File: src/rtl/srwp_pkg.sv
package srwp_pkg;

    typedef enum logic [3:0] {
        EV_NONE,
        EV_SET_WEL,
        EV_CLR_WEL,
        EV_SR_HOLD,
        EV_SR_REFUSE,
        EV_SR_ABORT,
        EV_SR_START,
        EV_ARR_START,
        EV_ARR_REFUSE,
        EV_BUSY_REFUSE
    } event_e;

    typedef struct packed {
        logic       arm;
        logic [2:0] zero;
        logic [1:0] region;
        logic       wel;
        logic       busy;
    } status_t;

    // region selector against the two most significant address bits
    function automatic logic region_locked(input logic [1:0] region,
                                           input logic [1:0] top2);
        case (region)
            2'b00:   return 1'b0;
            2'b01:   return (top2 == 2'b11);
            2'b10:   return top2[1];
            default: return 1'b1;
        endcase
    endfunction

endpackage

File: src/rtl/srwp_judge.sv
module srwp_judge
    import srwp_pkg::*;
#(
    parameter int ADDR_W = 15
) (
    input  logic              busy,
    input  logic              wel,
    input  logic [1:0]        region,
    input  logic              arm,
    input  logic              wp_n,
    input  logic              cs_n,
    input  logic              pending,
    input  logic              set_wel,
    input  logic              clr_wel,
    input  logic              sr_req,
    input  logic              arr_req,
    input  logic [ADDR_W-1:0] arr_addr,
    output event_e            ev
);
    localparam int MSB = ADDR_W - 1;

    logic pin_blocks;
    logic locked;

    assign pin_blocks = arm && !wp_n;
    assign locked     = region_locked(region, arr_addr[MSB -: 2]);

    always_comb begin
        ev = EV_NONE;
        if (busy) begin
            if (set_wel || clr_wel || sr_req || arr_req)
                ev = EV_BUSY_REFUSE;
        end else if (pending) begin
            if (cs_n)
                ev = EV_SR_START;
            else if (pin_blocks)
                ev = EV_SR_ABORT;
        end else if (set_wel) begin
            ev = EV_SET_WEL;
        end else if (clr_wel) begin
            ev = EV_CLR_WEL;
        end else if (sr_req) begin
            if (!wel || pin_blocks)
                ev = EV_SR_REFUSE;
            else
                ev = EV_SR_HOLD;
        end else if (arr_req) begin
            if (!wel || locked)
                ev = EV_ARR_REFUSE;
            else
                ev = EV_ARR_START;
        end
    end
endmodule

File: src/rtl/srwp_timer.sv
module srwp_timer #(
    parameter int WRITE_CYCLES = 10000
) (
    input  logic clk,
    input  logic rst,
    input  logic start,
    output logic busy,
    output logic finishing
);
    localparam int CNT_W = $clog2(WRITE_CYCLES + 1);
    localparam logic [CNT_W-1:0] LOAD = CNT_W'(WRITE_CYCLES);

    logic [CNT_W-1:0] remain;

    always_ff @(posedge clk) begin
        if (rst)
            remain <= '0;
        else if (start)
            remain <= LOAD;
        else if (remain != '0)
            remain <= remain - 1'b1;
    end

    assign busy      = (remain != '0);
    assign finishing = (remain == CNT_W'(1));

    a_r7_start_busy: assert property (@(posedge clk) disable iff (rst)
        start |=> busy);
    a_r7_bound: assert property (@(posedge clk) disable iff (rst)
        remain <= LOAD);
    a_r9_no_restart: assert property (@(posedge clk) disable iff (rst)
        busy |-> !start);
endmodule

File: src/rtl/srwp_unit.sv
module srwp_unit
    import srwp_pkg::*;
#(
    parameter int ADDR_W       = 15,
    parameter int WRITE_CYCLES = 10000
) (
    input  logic              clk,
    input  logic              rst,
    input  logic              cs_n,
    input  logic              wp_n,
    input  logic              set_wel,
    input  logic              clr_wel,
    input  logic              sr_req,
    input  logic [7:0]        sr_data,
    input  logic              arr_req,
    input  logic [ADDR_W-1:0] arr_addr,
    output logic [7:0]        status,
    output logic              grant,
    output logic              deny,
    output logic              busy
);
    event_e    ev;
    logic      wel, arm, pending, pend_arm;
    logic [1:0] region, pend_region;
    logic      cyc_start, finishing;
    status_t   sr;

    srwp_judge #(.ADDR_W(ADDR_W)) u_judge (
        .busy(busy), .wel(wel), .region(region), .arm(arm), .wp_n(wp_n),
        .cs_n(cs_n), .pending(pending), .set_wel(set_wel), .clr_wel(clr_wel),
        .sr_req(sr_req), .arr_req(arr_req), .arr_addr(arr_addr), .ev(ev)
    );

    assign cyc_start = (ev == EV_SR_START) || (ev == EV_ARR_START);

    srwp_timer #(.WRITE_CYCLES(WRITE_CYCLES)) u_timer (
        .clk(clk), .rst(rst), .start(cyc_start),
        .busy(busy), .finishing(finishing)
    );

    always_ff @(posedge clk) begin
        if (rst) begin
            wel         <= 1'b0;
            arm         <= 1'b0;
            region      <= 2'b00;
            pending     <= 1'b0;
            pend_arm    <= 1'b0;
            pend_region <= 2'b00;
            grant       <= 1'b0;
            deny        <= 1'b0;
        end else begin
            grant <= 1'b0;
            deny  <= 1'b0;
            if (finishing)
                wel <= 1'b0;
            case (ev)
                EV_SET_WEL: wel <= 1'b1;
                EV_CLR_WEL: wel <= 1'b0;
                EV_SR_HOLD: begin
                    pending     <= 1'b1;
                    pend_region <= sr_data[3:2];
                    pend_arm    <= sr_data[7];
                end
                EV_SR_REFUSE: begin
                    deny <= 1'b1;
                    wel  <= 1'b0;
                end
                EV_SR_ABORT: begin
                    pending <= 1'b0;
                    deny    <= 1'b1;
                    wel     <= 1'b0;
                end
                EV_SR_START: begin
                    pending <= 1'b0;
                    grant   <= 1'b1;
                    region  <= pend_region;
                    arm     <= pend_arm;
                end
                EV_ARR_START:  grant <= 1'b1;
                EV_ARR_REFUSE: begin
                    deny <= 1'b1;
                    wel  <= 1'b0;
                end
                EV_BUSY_REFUSE: deny <= 1'b1;
                default: ;
            endcase
        end
    end

    always_comb begin
        sr.arm    = arm;
        sr.zero   = 3'b000;
        sr.region = region;
        sr.wel    = wel;
        sr.busy   = busy;
    end
    assign status = sr;

    a_r10_exclusive: assert property (@(posedge clk) disable iff (rst)
        !(grant && deny));
    a_r4_pin_blocks: assert property (@(posedge clk) disable iff (rst)
        (sr_req && !busy && !pending && !set_wel && !clr_wel && arm && !wp_n)
        |=> (deny && !grant && !wel));
    a_r8_all_locked: assert property (@(posedge clk) disable iff (rst)
        (arr_req && !busy && !pending && !set_wel && !clr_wel && !sr_req
         && region == 2'b11) |=> (deny && !busy));
    a_r7_rise_granted: assert property (@(posedge clk) disable iff (rst)
        $rose(busy) |-> grant);
    a_r7_wel_cleared: assert property (@(posedge clk) disable iff (rst)
        $fell(busy) |-> !wel);
    a_r6_frozen: assert property (@(posedge clk) disable iff (rst)
        (busy && $past(busy)) |-> ($stable(region) && $stable(arm)));
    a_r3_no_wel_no_grant: assert property (@(posedge clk) disable iff (rst)
        (arr_req && !busy && !pending && !set_wel && !clr_wel && !sr_req && !wel)
        |=> !grant);
endmodule

File: config.mk
export PLATFORM = sky130hd
export DESIGN_NAME = srwp_unit
export DESIGN_NICKNAME = d
export VERILOG_FILES = /design/src/rtl/srwp_pkg.sv /design/src/rtl/srwp_judge.sv /design/src/rtl/srwp_timer.sv /design/src/rtl/srwp_unit.sv
export SDC_FILE = /design/constraint.sdc
export NUM_CORES = 1
export LEC_CHECK = 0
export BUFFER_PORTS_ARGS = -buffer_cell sky130_fd_sc_hd__buf_2
export CAP_MARGIN = 20
export CORE_UTILIZATION = 43
export CTS_CLUSTER_SIZE = 30
export DETAILED_ROUTE_END_ITERATION = 8
export GPL_ROUTABILITY_DRIVEN = 0
export PLACE_DENSITY = 0.81
export SYNTH_ARGS = -nofsm -noshare
export SYNTH_HDL_FRONTEND = slang
export SYNTH_SLANG_ARGS = --single-unit
File: constraint.sdc
create_clock -name clk -period 4.2 [get_ports clk]
set_input_delay 0.42 -clock clk [delete_from_list [all_inputs] [get_ports clk]]
set_output_delay 0.42 -clock clk [all_outputs]
set_load 0.01 [all_outputs]
==> reports/metrics.csv <==
stage;metric;value;unit
cts;Clock transition at path regs;0.12;ns
timing;max frequency;0.361;GHz
pwr;Reg power frac;36.3;%
critical_path;critical path class;reg2reg;
critical_path;WP data required;4.39;ns
yosys;Syn Inst Count;157;
pwr;Max VDD drop;0.000277;V
timing;post-route setup slack;1.43;ns
timing;Setup Total Neg Slack;0;ns
layout;commonest non-fill, non-tap cell in the layout;dfxtp_1;
timing;pin slew with the least headroom to its limit;0.714;ns
timing;final hold vios;0;
worst_hold_path;Hold Crit Depth;3;
place;port bufs;20;
pwr;Net Sw Power;0.000330;W
critical_path;Worst setup SP type;flop;
die;io pins;42;
pwr;Cell Pwr Density;580;nW/µm²
run_status;outcome;complete, no violations;
timing;unrepaired setup endpoints after global routing;false;
timing;hold slack;0.337;ns
yosys;Synth Warn #;0;
cts;Post-CTS Resized;0;
critical_path;sequence of cells on the critical path;or4_1 -> or4_4 -> a221o_1 -> o21ai_2 -> a211oi_1;
yosys;Mean Syn Cell Area;8.65;µm²
cts;TritonCTS Buffers;3;
layout;Area Growth Syn to Fin;10.5;%
layout;n_diodes;0;
pwr;Comb pwr share;44.8;%
detailed_routing;WL final;2620;µm
global_route;vias in the first global route;1041;
yosys;XOR/XNOR Fraction of Synth Area;7.10;%
yosys;Compound-Gate Fraction of Synth Area;18.2;%
place;Setup Slack @ Placement;1.46;ns
critical_path;Worst Setup End Kind;flop;
detailed_routing;met1 wire length;1340;µm
layout;commonest cells after routing, fill and taps aside;24 x dfxtp_1, 20 x buf_2, 17 x nor2_1, 11 x nand2_1, 8 x nor3_1;
global_route;initial antenna violation count;0;
cts;worst skew pair latency;0.32;ns
critical_path;Worst EP arrival;2.96;ns
detailed_routing;max layer used;met4;
cts;hold bufs inserted after CTS;0;
pwr;Overall Power;0.000871;W
pwr;Clock Power Share;18.9;%
yosys;Async SR Flop Fraction;0;%
layout;Net count, final;206;
global_route;Total GRT Usage;17.3;%
detailed_routing;via count;1165;
cts;clk buf depth;2;
detailed_routing;vias per inst;5.39;
yosys;Synth Area in Simple Gates;25.5;%
die;die area;3390;µm²
yosys;Post-synth EDFFs;0;
yosys;Yosys cell types;45;
global_route;gr ovfl total;0;
yosys;largest family of logic cells by synthesized area;simple AND/OR/NAND/NOR gates;
layout;layout cells sized above 1;18.6;%
yosys;adder-cell share of the synthesized area;1.84;%
critical_path;CP Max Fanout;21;
pwr;Sw Share;37.8;%
die;die height;58.2;µm
yosys;Synth Flop Type;dfxtp_1;
die;FP Rows;20;
die;core area;3030;µm²
timing;clk_skew;0.00966;ns
yosys;sequential area share after synthesis;35.4;%
critical_path;slowest CP cell;or4_4;
layout;fin util;49.5;%
detailed_routing;First-pass DRT Iterations;4;
yosys;number of synthesized register bits;24;
detailed_routing;DRC violations left;0;
cts;H-tree depth;1;
timing;Final Max Slew Viols;0;
detailed_routing;Met3 Routed Length;75;µm
timing;Final min period;2.77;ns
timing;final setup fails;0;
global_route;global-route wire length before repair;4530;µm
pwr;static leakage;0.569;nW
layout;area of the multi-input gates;797;µm²
job;Max Cap Violations;0;
pwr;Internal;0.000541;W
critical_path;r2r worst-path depth;5;
timing;Slew HR;51.8;%
cts;CTS Sinks;24;
critical_path;crit-path max cell delay;0.68;ns
die;Die Wd;58.2;µm
cts;TritonCTS clock tree;built;
place;Post-DP HPWL;1890;µm
yosys;mux share of post-synthesis cell area;5.16;%
cts;Root Buffer Master;clkbuf_4;
detailed_routing;Routed Antenna Nets;0;
global_route;largest net degree at the start of global routing;22;
timing;fin crit share;66.0;%
detailed_routing;DRT iter0 DRCs;53;
die;Starting Density;44.8;%
cts;Post CTS Setup Buffer Count;0;
detailed_routing;DR WL met2;1160;µm
layout;FF+latch area;480;µm²
yosys;Syn Std Cell Area;1360;µm²
worst_hold_path;HP Class;in2reg;
detailed_routing;DR WL/cell;12.1;µm
layout;fill count;287;
[critical path: cells and delay by family, from the launching register on]
kind	cells	cell delay, ns
and+or+nand+nor	2	1.35
AOI/OAI and AO/OA	3	0.92
DFF	1	0.37
[path summary, 6_finish.rpt]
path	from	to	slack, ns
worst max register to register	u_timer.remain[3]	u_timer.remain[1]	1.43
worst max-delay path	u_timer.remain[3]	u_timer.remain[1]	1.43
worst min register to register	pend_region[0]	pend_region[0]	0.48
worst min-delay path	sr_data[2]	pend_region[0]	0.34
[Yosys cell counts, drive strengths merged, types with 2 or more instances]
master	count	area, µm²
a211oi	4	42.5
inv	4	15.0
o41ai	2	17.5
nor2b	5	31.3
dfxtp	24	480
xnor2	4	35.0
o21ai	5	28.8
or4	5	41.3
nor4	2	12.5
nand2b	2	12.5
mux2i	7	70.1
nand2	11	41.3
nand4	3	18.8
and2	2	12.5
ha	2	25.0
nor2	17	63.8
a21oi	7	35.0
or2	2	12.5
a221o	2	20.0
nand3	5	25.0
buf	8	61.3
xor2	7	61.3
nor3	9	50.1
clkbuf	3	11.3
[power by group through the flow]
stage / sequential, W / clock, W / combinational (W)
after CTS: 0.000315 / 0.000170 / 0.000390
after floorplan: 0.000314 / 0 / 0.000340
after global placement: 0.000319 / 0 / 0.000383
after global routing: 0.000324 / 0.000173 / 0.000444
final: 0.000316 / 0.000164 / 0.000390
after detailed placement: 0.000320 / 0 / 0.000386
[metrics by stage]
step,std cells,area (µm²)
floorplan,159,1370
global placement,212,1450
detailed placement,212,1450
CTS,216,1500
global route,216,1500
finish,216,1500
[area by class of cell]
cell class	count	area share (%)
repair buffers	20	6.67
clock buffers	3	1.50
clock inverters	1	2.00
inverters	4	1.00
well taps	44	3.67
multi-input cells	120	53.1
flip-flops and latches	24	32.0
[layer usage]
| layer | vias to the layer above | GRT usage [%] |
|---|---|---|
| li1 | 590 | - |
| met1 | 550 | 23.4 |
| met2 | 20 | 26.6 |
| met3 | 5 | 3.35 |
| met4 | 0 | 7.82 |
| met5 | - | 0 |
[logic make-up (layout without fill, tap and decap cells)]
group           Yosys count  after routing
buf+inv                  15             28
simple gates             66             66
mux                       7              7
other cells               1              3
compound gates           31             31
flops                    24             24
fa+ha+maj                 2              2
xor+xnor                 11             11
[registers in the layout, indices dropped and copies added, names as in the netlist]
name	cells
pend_region	2
deny	1
arm	1
pending	1
u_timer.remain	14
pend_arm	1
region	2
wel	1
grant	1
No activity file was read; power rests on OpenSTA's default activity.
